--- src/rtl/dly_line_pkg.sv ---
package dly_line_pkg;
  typedef struct packed {
    logic clearOut;   // force output register to zero
    logic wrStrobe;   // store the incoming sample
    logic rdStrobe;   // load output register from RAM
  } dlyStrobeT;
endpackage

--- src/rtl/dly_line_ctrl.sv ---
module dly_line_ctrl
  import dly_line_pkg::*;
#(
  parameter int N  = 12,
  parameter int AW = 4
) (
  input  logic          clk,
  input  logic          rst,
  input  logic          shiftEn,
  output logic [AW-1:0] rdPtr,
  output logic [AW-1:0] wrPtr,
  output dlyStrobeT     strobes
);
  localparam logic [AW-1:0] LAST = AW'(N - 1);

  function automatic logic [AW-1:0] stepPtr(input logic [AW-1:0] p);
    return (p == LAST) ? '0 : p + 1'b1;
  endfunction

  always_ff @(posedge clk) begin
    if (rst) begin
      rdPtr <= '0;
      wrPtr <= LAST;
    end else if (shiftEn) begin
      rdPtr <= stepPtr(rdPtr);
      wrPtr <= stepPtr(wrPtr);
    end
  end

  always_comb begin
    strobes.clearOut = rst;
    strobes.wrStrobe = shiftEn & ~rst;
    strobes.rdStrobe = shiftEn & ~rst;
  end
endmodule

--- src/rtl/dly_line_dp.sv ---
module dly_line_dp
  import dly_line_pkg::*;
#(
  parameter int N  = 12,
  parameter int W  = 8,
  parameter int AW = 4
) (
  input  logic          clk,
  input  dlyStrobeT     strobes,
  input  logic [AW-1:0] rdAddr,
  input  logic [AW-1:0] wrAddr,
  input  logic [W-1:0]  dataIn,
  output logic [W-1:0]  dataOut
);
  logic [W-1:0] mem [N];

  always_ff @(posedge clk) begin
    if (strobes.wrStrobe) mem[wrAddr] <= dataIn;
  end

  // The read sees the old contents; the addresses never collide when N >= 2
  always_ff @(posedge clk) begin
    if (strobes.clearOut)      dataOut <= '0;
    else if (strobes.rdStrobe) dataOut <= mem[rdAddr];
  end
endmodule

--- src/rtl/dly_line.sv ---
module dly_line
  import dly_line_pkg::*;
#(
  parameter int N = 12,
  parameter int W = 8
) (
  input  logic         clk,
  input  logic         rst,
  input  logic         shiftEn,
  input  logic [W-1:0] dataIn,
  output logic [W-1:0] dataOut
);
  localparam int AW = (N > 2) ? $clog2(N) : 1;

  generate
    if (N < 2) begin : g_bad_depth
      $error("dly_line: depth N must be at least 2");
    end
  endgenerate

  logic [AW-1:0] rdPtr;
  logic [AW-1:0] wrPtr;
  dlyStrobeT     strobes;

  dly_line_ctrl #(.N(N), .AW(AW)) u_ctrl (
    .clk(clk), .rst(rst), .shiftEn(shiftEn),
    .rdPtr(rdPtr), .wrPtr(wrPtr), .strobes(strobes)
  );

  dly_line_dp #(.N(N), .W(W), .AW(AW)) u_dp (
    .clk(clk), .strobes(strobes), .rdAddr(rdPtr), .wrAddr(wrPtr),
    .dataIn(dataIn), .dataOut(dataOut)
  );
endmodule

--- config.mk ---
export PLATFORM = sky130hd
export DESIGN_NAME = dly_line
export DESIGN_NICKNAME = d
export VERILOG_FILES = /design/src/rtl/dly_line_pkg.sv /design/src/rtl/dly_line_ctrl.sv /design/src/rtl/dly_line_dp.sv /design/src/rtl/dly_line.sv
export SDC_FILE = /design/constraint.sdc
export NUM_CORES = 1
export LEC_CHECK = 0
export BUFFER_PORTS_ARGS = -buffer_cell sky130_fd_sc_hd__clkbuf_2
export CAP_MARGIN = 10
export CORE_MARGIN = 2
export CORE_UTILIZATION = 35
export CTS_BUF_LIST = sky130_fd_sc_hd__clkbuf_4 sky130_fd_sc_hd__clkbuf_8 sky130_fd_sc_hd__clkbuf_16
export DETAILED_ROUTE_END_ITERATION = 7
export PLACE_DENSITY = 0.61
export REMOVE_ABC_BUFFERS = 1
export SYNTH_ARGS = -nofsm -noshare
export SYNTH_HDL_FRONTEND = slang
export SYNTH_SLANG_ARGS = --single-unit
--- constraint.sdc ---
create_clock -name clk -period 1.6 [get_ports clk]
set_input_delay 0.32 -clock clk [delete_from_list [all_inputs] [get_ports clk]]
set_output_delay 0.32 -clock clk [all_outputs]
set_load 0.005 [all_outputs]
==> results of run 1 <==
==> final cells by class <==
cell class,instances,share of cell area
Sequential cell,112,0.590
Multi-Input combinational cell,142,0.217
Timing Repair Buffer,65,0.0943
Clock buffer,10,0.0439
Tap cell,172,0.0395
Clock inverter,6,0.0124
Inverter,5,0.00345
==> per-layer routing <==
| metal | up-vias | wire length, µm | share of wire |
|---|---|---|---|
| met5 | - | 0 | 0 |
| met2 | 62 | 4390 | 0.48 |
| met3 | 16 | 404 | 0.044 |
| met4 | 0 | 237 | 0.026 |
| met1 | 1210 | 4080 | 0.45 |
| li1 | 1192 | - | - |
==> power by group through the flow <==
| stage | combinational, W | sequential [W] | clock (W) |
|---|---|---|---|
| floorplan | 0.000173 | 0.00335 | 0 |
| global placement | 0.000397 | 0.00333 | 0 |
| detailed placement | 0.000403 | 0.00333 | 0 |
| CTS | 0.000406 | 0.00327 | 0.00231 |
| global route | 0.000465 | 0.00327 | 0.00243 |
| finish | 0.000427 | 0.00326 | 0.00225 |
==> stage by stage <==
stage               total power [W]  hold WS, ns
floorplan                   0.00352        0.389
global placement            0.00373        0.510
detailed placement          0.00374        0.518
CTS                         0.00598        0.342
global route                0.00616        0.362
finish                      0.00594        0.336
==> state kept, by name, indices dropped and copies added (netlist names) <==
register	count
u_ctrl.wrPtr	4
u_dp.dataOut	8
u_ctrl.rdPtr	4
u_dp.mem	96
==> worst max-delay path by stage <==
stage,from,end,slack (ns),cells after the start
after global placement,rst,u_dp.mem[4][4]$_DFFE_PP_,-0.07,6
after global routing,u_ctrl.rdPtr[0]$_SDFFE_PP0P_,u_dp.dataOut[5]$_SDFFE_PP0P_,-0.005,7
final,u_ctrl.rdPtr[0]$_SDFFE_PP0P_,u_dp.dataOut[1]$_SDFFE_PP0P_,0.02,7
after floorplan,u_ctrl.rdPtr[0]$_SDFFE_PP0P_,u_dp.dataOut[4]$_SDFFE_PP0P_,-1.20,3
after CTS,u_ctrl.rdPtr[0]$_SDFFE_PP0P_,u_dp.dataOut[7]$_SDFFE_PP0P_,0.005,6
after detailed placement,rst,u_dp.mem[4][4]$_DFFE_PP_,-0.08,6
==> cells in the final DEF (no fill, tap or decap), types with 2 or more instances in the layout <==
master     count
a211oi_1       6
a21oi_1        9
a22oi_1       12
and2_1        13
buf_12         5
buf_4         41
clkbuf_16      9
clkbuf_2      18
clkinv_4       2
dfxtp_1       14
edfxtp_1      96
ha_1           5
inv_1          5
mux2i_1       32
mux2i_2        2
mux4_1         2
mux4_2         4
nand2_1       11
nor2_1         5
nor2b_1        9
o211ai_1       2
o21ai_0        3
o22ai_1       10
==> kinds of logic after synthesis <==
group	count (synthesis)	synth area share
XOR/XNOR	1	0.00195
multiplexers	41	0.111
buffers and inverters	16	0.0270
AO/OA/AOI/OAI	46	0.0702
adder cells (fa/ha/maj)	5	0.0139
flip-flops	112	0.713
AND/OR/NAND/NOR	49	0.0630
==> timing repair <==
item                                   4_1_cts  5_1_grt
pin swaps                                    0        3
setup endpoints to repair                   23       22
endpoints found under the hold margin        0        0
resized for setup                            2        5
buffers inserted                             0        5
==> metrics.txt, run 1 <==
Placeable Area=approximately 13000 µm²; Total GRT Usage=0.142; vias in the first global route=2481; largest net degree at the start of global routing=20; met1 usage in global routing=0.183; crit-path leading delay family=buffers and inverters; status=completed; Sw Share=0.212; htree depth=3; Mapped Area=4490 µm²; CTS sink cnt=around 110; Num CTS Buffers=9; synth top area cells=edfxtp_1, mux2i_1, dfxtp_1, a22oi_1, mux4_2; CP Class=reg -> reg; max incr delay on CP=0.37 ns; gr ovfl total=0; Leakage Power=1.91 nW; Cells on Worst Hold Path=1; final core occ=0.433; grt met2 use=0.228; slowest CP cell=dfxtp_4; drt first pass iters=4; Iter 0 DRT Violations=about 270; first-pass GRT wire length=14000 µm; count of input and output buffers=18; CTS tree=done; Mapped Cells=between 200 and 300; WP buf/inv=3; final worst slack=0.0212 ns; Hold Violations, Final=0; Final Critical Period=about 1.6 ns; syn_area_per_cell=16.6 µm²; hold endpoint=u_dp.mem[8][2]$_DFFE_PP_; VDD IR max=about 0.00050 V; Rel. slew slack=0.754; DRT Wirelength=between 9000 and 10000 µm; Post-synth EDFFs=96; Synth Register Bits=about 110; Post-DRT Antenna Nets=0; Avg WL per Cell=~18 µm; top cell type's share of synthesized area=0.642; most frequent cell after synthesis=edfxtp_1; CP Max Fanout=8; number of antenna violations at the first check in global routing=0; CP Cell Sequence=buf_4 > buf_4 > buf_4 > mux2i_1 > a22oi_1 > nand2_1 > o22ai_1; Sequential Power Share=0.549; worst slack, placed=-0.0850 ns; HPWL after DPL=approximately 6400 µm; Root Buffer=clkbuf_16; Critical Path AT=roughly 1.9 ns; worst hold start=dataIn[2]; clock-pin slew on the worst setup and hold paths=~0.07 ns; Worst-Skew Late Latency=about 0.35 ns; max-slew violations=0; clock share of power=0.379; Syn. warnings=0; synth unique cells=39; share of layout cells above drive strength 1=0.279; Reg2Reg Depth=7; Inst Count DP=between 400 and 500; Site Rows=between 40 and 50; Worst Tran Pin Value=about 0.37 ns; CP most frequent cell=buf_4; fmax=633 MHz; Area Growth Syn to Fin=21.1%; Pint=0.00468 W; # IOs=19; Die Span Y=117 µm; fin cells=roughly 500; Reg area=3210 µm²; die area=~14000 µm²; register area share after synthesis=0.713; Post-DP Area=around 5100 µm²; Yosys top cell by area=edfxtp_1; grt peak-use layer=met2; Final Wtd Congestion=around 0.8; total number of vias=approximately 2500; ys flop type=edfxtp_1; R2R Path End=u_dp.dataOut[1]$_SDFFE_PP0P_; die width=between 100 and 150 µm; final setup violation count=0; Hold Crit Class=in -> reg; Hold-fix buffers, CTS=0; Starting Density=0.357; cell area after layout=between 5000 and 6000 µm²; met3 usage=0.0314; multi-input combinational cell area=1180 µm²; RR Startpoint=u_ctrl.rdPtr[0]$_SDFFE_PP0P_; CP Capture Type=flop; setup_tns=0 ns; Setup Skew=about 0.0084 ns; fill cell count=between 1000 and 1500; # DRC=0; ant diodes=0; Crit path required time=1.87 ns; combinational power share=0.072; Worst Setup Start Kind=flop; vias per cell=4.84; final net count=about 350; Switch Pwr=around 0.0013 W; async set or reset register ratio after synthesis=0; RSZ-0062 raised after global routing=yes; Power Dens Cells=about 1100 nW/µm²; clock buffer depth=2; R2R Setup Slk=0.02 ns; Tcrit/Tclk final=0.987; top cells by count, synth=edfxtp_1, mux2i_1, dfxtp_1; max_cap viols=0
Note: power is estimated with default switching activity, not from simulation.
==> run 2, diff against run 1 <==
clock period = 1.85 ns   (was 1.6 ns; I/O delays follow)
==> metrics.txt, run 2 (same netlist as run 1, synthesis figures left out) <==
# IOs=19; final setup violation count=0; CP Capture Type=flop; max_cap viols=0; CP Max Fanout=15; Rel. slew slack=0.721; Setup Skew=approximately 0.0064 ns; Worst-Skew Late Latency=0.35 ns; Starting Density=0.357; clock-pin slew on the worst setup and hold paths=approximately 0.070 ns; vias in the first global route=around 2300; die width=around 120 µm; Avg WL per Cell=about 18 µm; Post-DP Area=4930 µm²; Site Rows=41; Iter 0 DRT Violations=around 250; most frequent cells in the layout=edfxtp_1, mux2i_1, buf_4; most common cell after layout, fill and taps aside=edfxtp_1; Leakage Power=between 1.5 and 2 nW; Hold Violations, Final=0; Crit path required time=about 2.1 ns; CTS tree=done; total number of vias=between 2000 and 2500; slowest CP cell=mux4_1; Area Growth Syn to Fin=17.7%; Worst Tran Pin Value=0.417 ns; fill cell count=~1100; cell area after layout=between 5000 and 6000 µm²; Pwr Total=~0.0054 W; Worst Setup Start Kind=flop; Hold Crit Class=in -> reg; first-pass GRT wire length=13700 µm; Tcrit/Tclk final=0.880; fmax=approximately 600 MHz; WP buf/inv=0; # DRC=0; vias per cell=4.93; die area=13800 µm²; share of layout cells above drive strength 1=0.220; Total GRT Usage=0.141; CP Cell Sequence=mux4_1 > mux2i_1 > a2111oi_2; gr ovfl total=0; HPWL after DPL=between 6000 and 7000 µm; drt first pass iters=4; Post-DRT Antenna Nets=0; final net count=about 330; Largest Register=u_dp.mem; DRT Wirelength=8840 µm; Die Span Y=117 µm; max reg flops=96; Root Buffer=clkbuf_16; Regs by FF count=u_dp.mem x96, u_dp.dataOut x8; Power Dens Cells=1010 nW/µm²; count of input and output buffers=18; number of antenna violations at the first check in global routing=0; Critical Path AT=between 1.5 and 2 ns; largest net degree at the start of global routing=20; CTS sink cnt=112; ant diodes=0; final core occ=0.421; status=completed; Num CTS Buffers=9; Placeable Area=12600 µm²; CP Class=reg -> reg; max-slew violations=0; clock buffer depth=2; VDD IR max=roughly 0.0005 V; RSZ-0062 raised after global routing=no; Final Wtd Congestion=around 0.8; crit-path leading delay family=multiplexers; htree depth=3; Final Critical Period=between 1.5 and 2 ns; max incr delay on CP=0.63 ns
run 2: changes by cell type in the layout (fill, tap and decap cells not counted), sizes merged:
cell and change:
bufinv +2, buf -22, clkinv -2, clkbuf -1, inv +1
run 2: path summary, 6_finish.rpt:
kind	start	to	slack, ns	cells after the start
max reg2reg	u_ctrl.rdPtr[0]$_SDFFE_PP0P_	u_dp.dataOut[4]$_SDFFE_PP0P_	0.22	3
min	shiftEn	u_ctrl.wrPtr[1]$_SDFFE_PP1P_	0.34	2
max	u_ctrl.rdPtr[0]$_SDFFE_PP0P_	u_dp.dataOut[4]$_SDFFE_PP0P_	0.22	3
min reg2reg	u_dp.dataOut[0]$_SDFFE_PP0P_	u_dp.dataOut[0]$_SDFFE_PP0P_	0.54	2
run 2: where the power goes:
group          total (W)  internal [W]  switching (W)
clock network    0.00223       0.00134       0.000886
registers        0.00283       0.00279      0.0000388
logic           0.000313      0.000135       0.000178
run 2: repair_timing:
item | in CTS | in global routing
buffers inserted | 0 | 0
gates resized for setup | 0 | 1
hold buffers | 0 | 0
endpoints found under the setup margin | 0 | 2
run 2: final cells by class:
cell class | count | area [µm²] | share of cell area
clock buffer | 9 | 225 | 0.0426
clock inverter | 7 | 126 | 0.0239
inverter | 5 | 18.8 | 0.00355
multi-input combinational | 142 | 1170 | 0.221
sequential | 112 | 3210 | 0.606
tap | 172 | 215 | 0.0407
timing repair buffer | 43 | 328 | 0.0620
run 2: per-stage QoR:
step           worst slack [ns]  instances  hold WS (ns)  TNS, ns
2_1_floorplan            -0.953        259         0.439    -8.22
3_5_place_dp             0.0612        474         0.530        0
5_1_grt                   0.129        490         0.362        0
4_1_cts                  0.0828        490         0.337        0
6_report                  0.223        490         0.342        0
3_3_place_gp             0.0872        474         0.510        0
run 2: routing by layer:
| metal | global-route usage | share of wire | vias to the layer above |
|---|---|---|---|
| met5 | 0 | 0 | - |
| met4 | 0.0761 | 0.028 | 0 |
| met3 | 0.0283 | 0.037 | 16 |
| met2 | 0.218 | 0.49 | 51 |
| met1 | 0.187 | 0.45 | 1206 |
| li1 | - | - | 1145 |
==> run 3, diff against run 2 <==
PLACE_DENSITY = 0.51   (was 0.61)
SYNTH_HIERARCHICAL = 1   (was default)
==> metrics.txt, run 3 <==
combinational power share=0.061; register area share after synthesis=0.716; R2R Path End=u_dp/dataOut[1]$_SDFFE_PP0P_; count of input and output buffers=18; RSZ-0062 raised after global routing=no; htree depth=3; Die Span Y=about 120 µm; # IOs=19; setup bufs post-CTS=0; Num CTS Buffers=9; Hold-fix buffers, CTS=0; syn_area_per_cell=between 15 and 20 µm²; Leakage Power=roughly 1.8 nW; final worst slack=about 0.15 ns; Largest Register=u_dp/mem; Avg WL per Cell=approximately 18 µm; Hold Crit Class=in -> reg; ant diodes=0; VDD IR max=0.000561 V; final net count=329; top cells by count, synth=edfxtp_1, mux2i_1, nor2_1; drt first pass iters=5; CP Max Fanout=15; Post-DRT Antenna Nets=0; Worst Setup Start Kind=flop; die width=around 120 µm; Iter 0 DRT Violations=about 220; ys flop type=edfxtp_1; Final Wtd Congestion=a little over 0.7; Synth Register Bits=approximately 110; Regs by FF count=u_dp/mem x96, u_dp/dataOut x8; max-slew violations=0; post-CTS sizing=0; Pint=between 0.004 and 0.005 W; gr ovfl total=0; worst hold start=dataIn[5]; Sw Share=0.201; Mapped Cells=271; top cell type's share of synthesized area=0.645; R2R Setup Slk=0.15 ns; most frequent cell after synthesis=edfxtp_1; most frequent cells in the layout=edfxtp_1, mux2i_1, buf_4; clock-pin slew on the worst setup and hold paths=~0.070 ns; CP Capture Type=flop; status=completed; final setup violation count=0; Setup Skew=roughly 0.005 ns; total number of vias=2416; Switch Pwr=0.00101 W; synth unique cells=36; vias in the first global route=approximately 2400; Post-synth EDFFs=96; max reg flops=96; HPWL after DPL=6210 µm; CP Class=reg -> reg; Power Dens Cells=around 970 nW/µm²; CTS sink cnt=approximately 110; Total GRT Usage=0.144; largest net degree at the start of global routing=18; Site Rows=slightly above 40; Cells on Worst Hold Path=1; first-pass GRT wire length=approximately 14000 µm; Sequential Power Share=0.565; Root Buffer=clkbuf_16; most common cell after layout, fill and taps aside=edfxtp_1; RR Startpoint=u_ctrl/rdPtr[0]$_SDFFE_PP0P_; Worst-Skew Late Latency=0.34 ns; fmax=587 MHz; Syn. warnings=6; Critical Path AT=around 1.9 ns; Mapped Area=around 4500 µm²; share of layout cells above drive strength 1=0.234; final hold slack=0.403 ns; worst slack, placed=approximately 0.028 ns; Rel. slew slack=0.591; async set or reset register ratio after synthesis=0; Yosys top cell by area=edfxtp_1; Final Critical Period=approximately 1.7 ns; synth top area cells=edfxtp_1, mux2i_1, dfxtp_1, mux4_2, nor2_1; DRT Wirelength=just over 9000 µm; Tcrit/Tclk final=0.921; # DRC=0; clock buffer depth=2; vias per cell=between 4 and 5; Placeable Area=12600 µm²; Hold Violations, Final=0; number of antenna violations at the first check in global routing=0; Reg2Reg Depth=4; clock share of power=0.375; CTS tree=done; Starting Density=0.356; hold endpoint=u_dp/mem[5][5]$_DFFE_PP_; Critical Path Source=u_ctrl/rdPtr[0]$_SDFFE_PP0P_; die area=13700 µm²; Area Growth Syn to Fin=15.5%; Crit path required time=2.07 ns; Worst Tran Pin Value=0.613 ns; max_cap viols=0
==> run 3: how the worst max path moves through the flow <==
stage	to	slack, ns	cells past startpoint
CTS	u_dp/dataOut[3]$_SDFFE_PP0P_	0.13	4
detailed placement	u_dp/mem[1][2]$_DFFE_PP_	0.03	6
global route	u_dp/dataOut[6]$_SDFFE_PP0P_	0.003	4
finish	u_dp/dataOut[1]$_SDFFE_PP0P_	0.15	4
floorplan	u_dp/dataOut[3]$_SDFFE_PP0P_	-0.70	3
global placement	u_dp/mem[1][5]$_DFFE_PP_	0.03	6
==> run 3: cell type report <==
class	instances	area (µm²)
multi-input combinational	143	1130
sequential	112	3200
clock inverter	1	3.75
timing repair buffer	46	300
tap	172	215
inverter	4	15.0
clock buffer	15	294
fill	1171	7400
==> run 3: worst max-delay path, stage by stage, from the launching register on <==
cell      delay, ns
dfxtp_2        0.58
buf_4          0.33
mux2_2         0.37
o221ai_1       0.23
a21oi_1        0.07
==> run 3: power groups by stage <==
stage | combinational, W | sequential (W) | clock [W]
after floorplan | 0.000154 | 0.00289 | 0
after global placement | 0.000303 | 0.00289 | 0
after detailed placement | 0.000310 | 0.00289 | 0
after CTS | 0.000310 | 0.00283 | 0.00194
after global routing | 0.000337 | 0.00284 | 0.00203
final | 0.000306 | 0.00283 | 0.00188
==> run 3: layer usage <==
layer | vias to the layer above | wire, µm | share of wire | track usage
met5 | - | 0 | 0 | 0
met4 | 0 | 72 | 0.0079 | 0.0447
met3 | 5 | 323 | 0.036 | 0.0366
met2 | 35 | 4180 | 0.46 | 0.221
met1 | 1225 | 4520 | 0.50 | 0.204
li1 | 1151 | - | - | -
==> run 3: metrics by stage <==
step / setup TNS [ns] / utilization / total power, W / cell area, µm² / instances
after floorplan: -13.67 / - / 0.00305 / 4350 / 259
after global placement: 0 / 0.387 / 0.00319 / 4870 / 477
after detailed placement: 0 / 0.387 / 0.00320 / 4870 / 477
after CTS: 0 / 0.411 / 0.00508 / 5160 / 493
after global routing: 0 / 0.411 / 0.00520 / 5160 / 493
final: 0 / 0.411 / 0.00502 / 5160 / 493
==> run 3: cell families (layout without fill, tap and decap cells) <==
group,count (synthesis),in the layout,synth area share
multiplexers,47,47,0.132
AO/OA/AOI/OAI,38,38,0.0565
AND/OR/NAND/NOR,56,56,0.0591
flip-flops,112,112,0.716
buffers and inverters,16,66,0.0305
adder cells (fa/ha/maj),2,2,0.00560
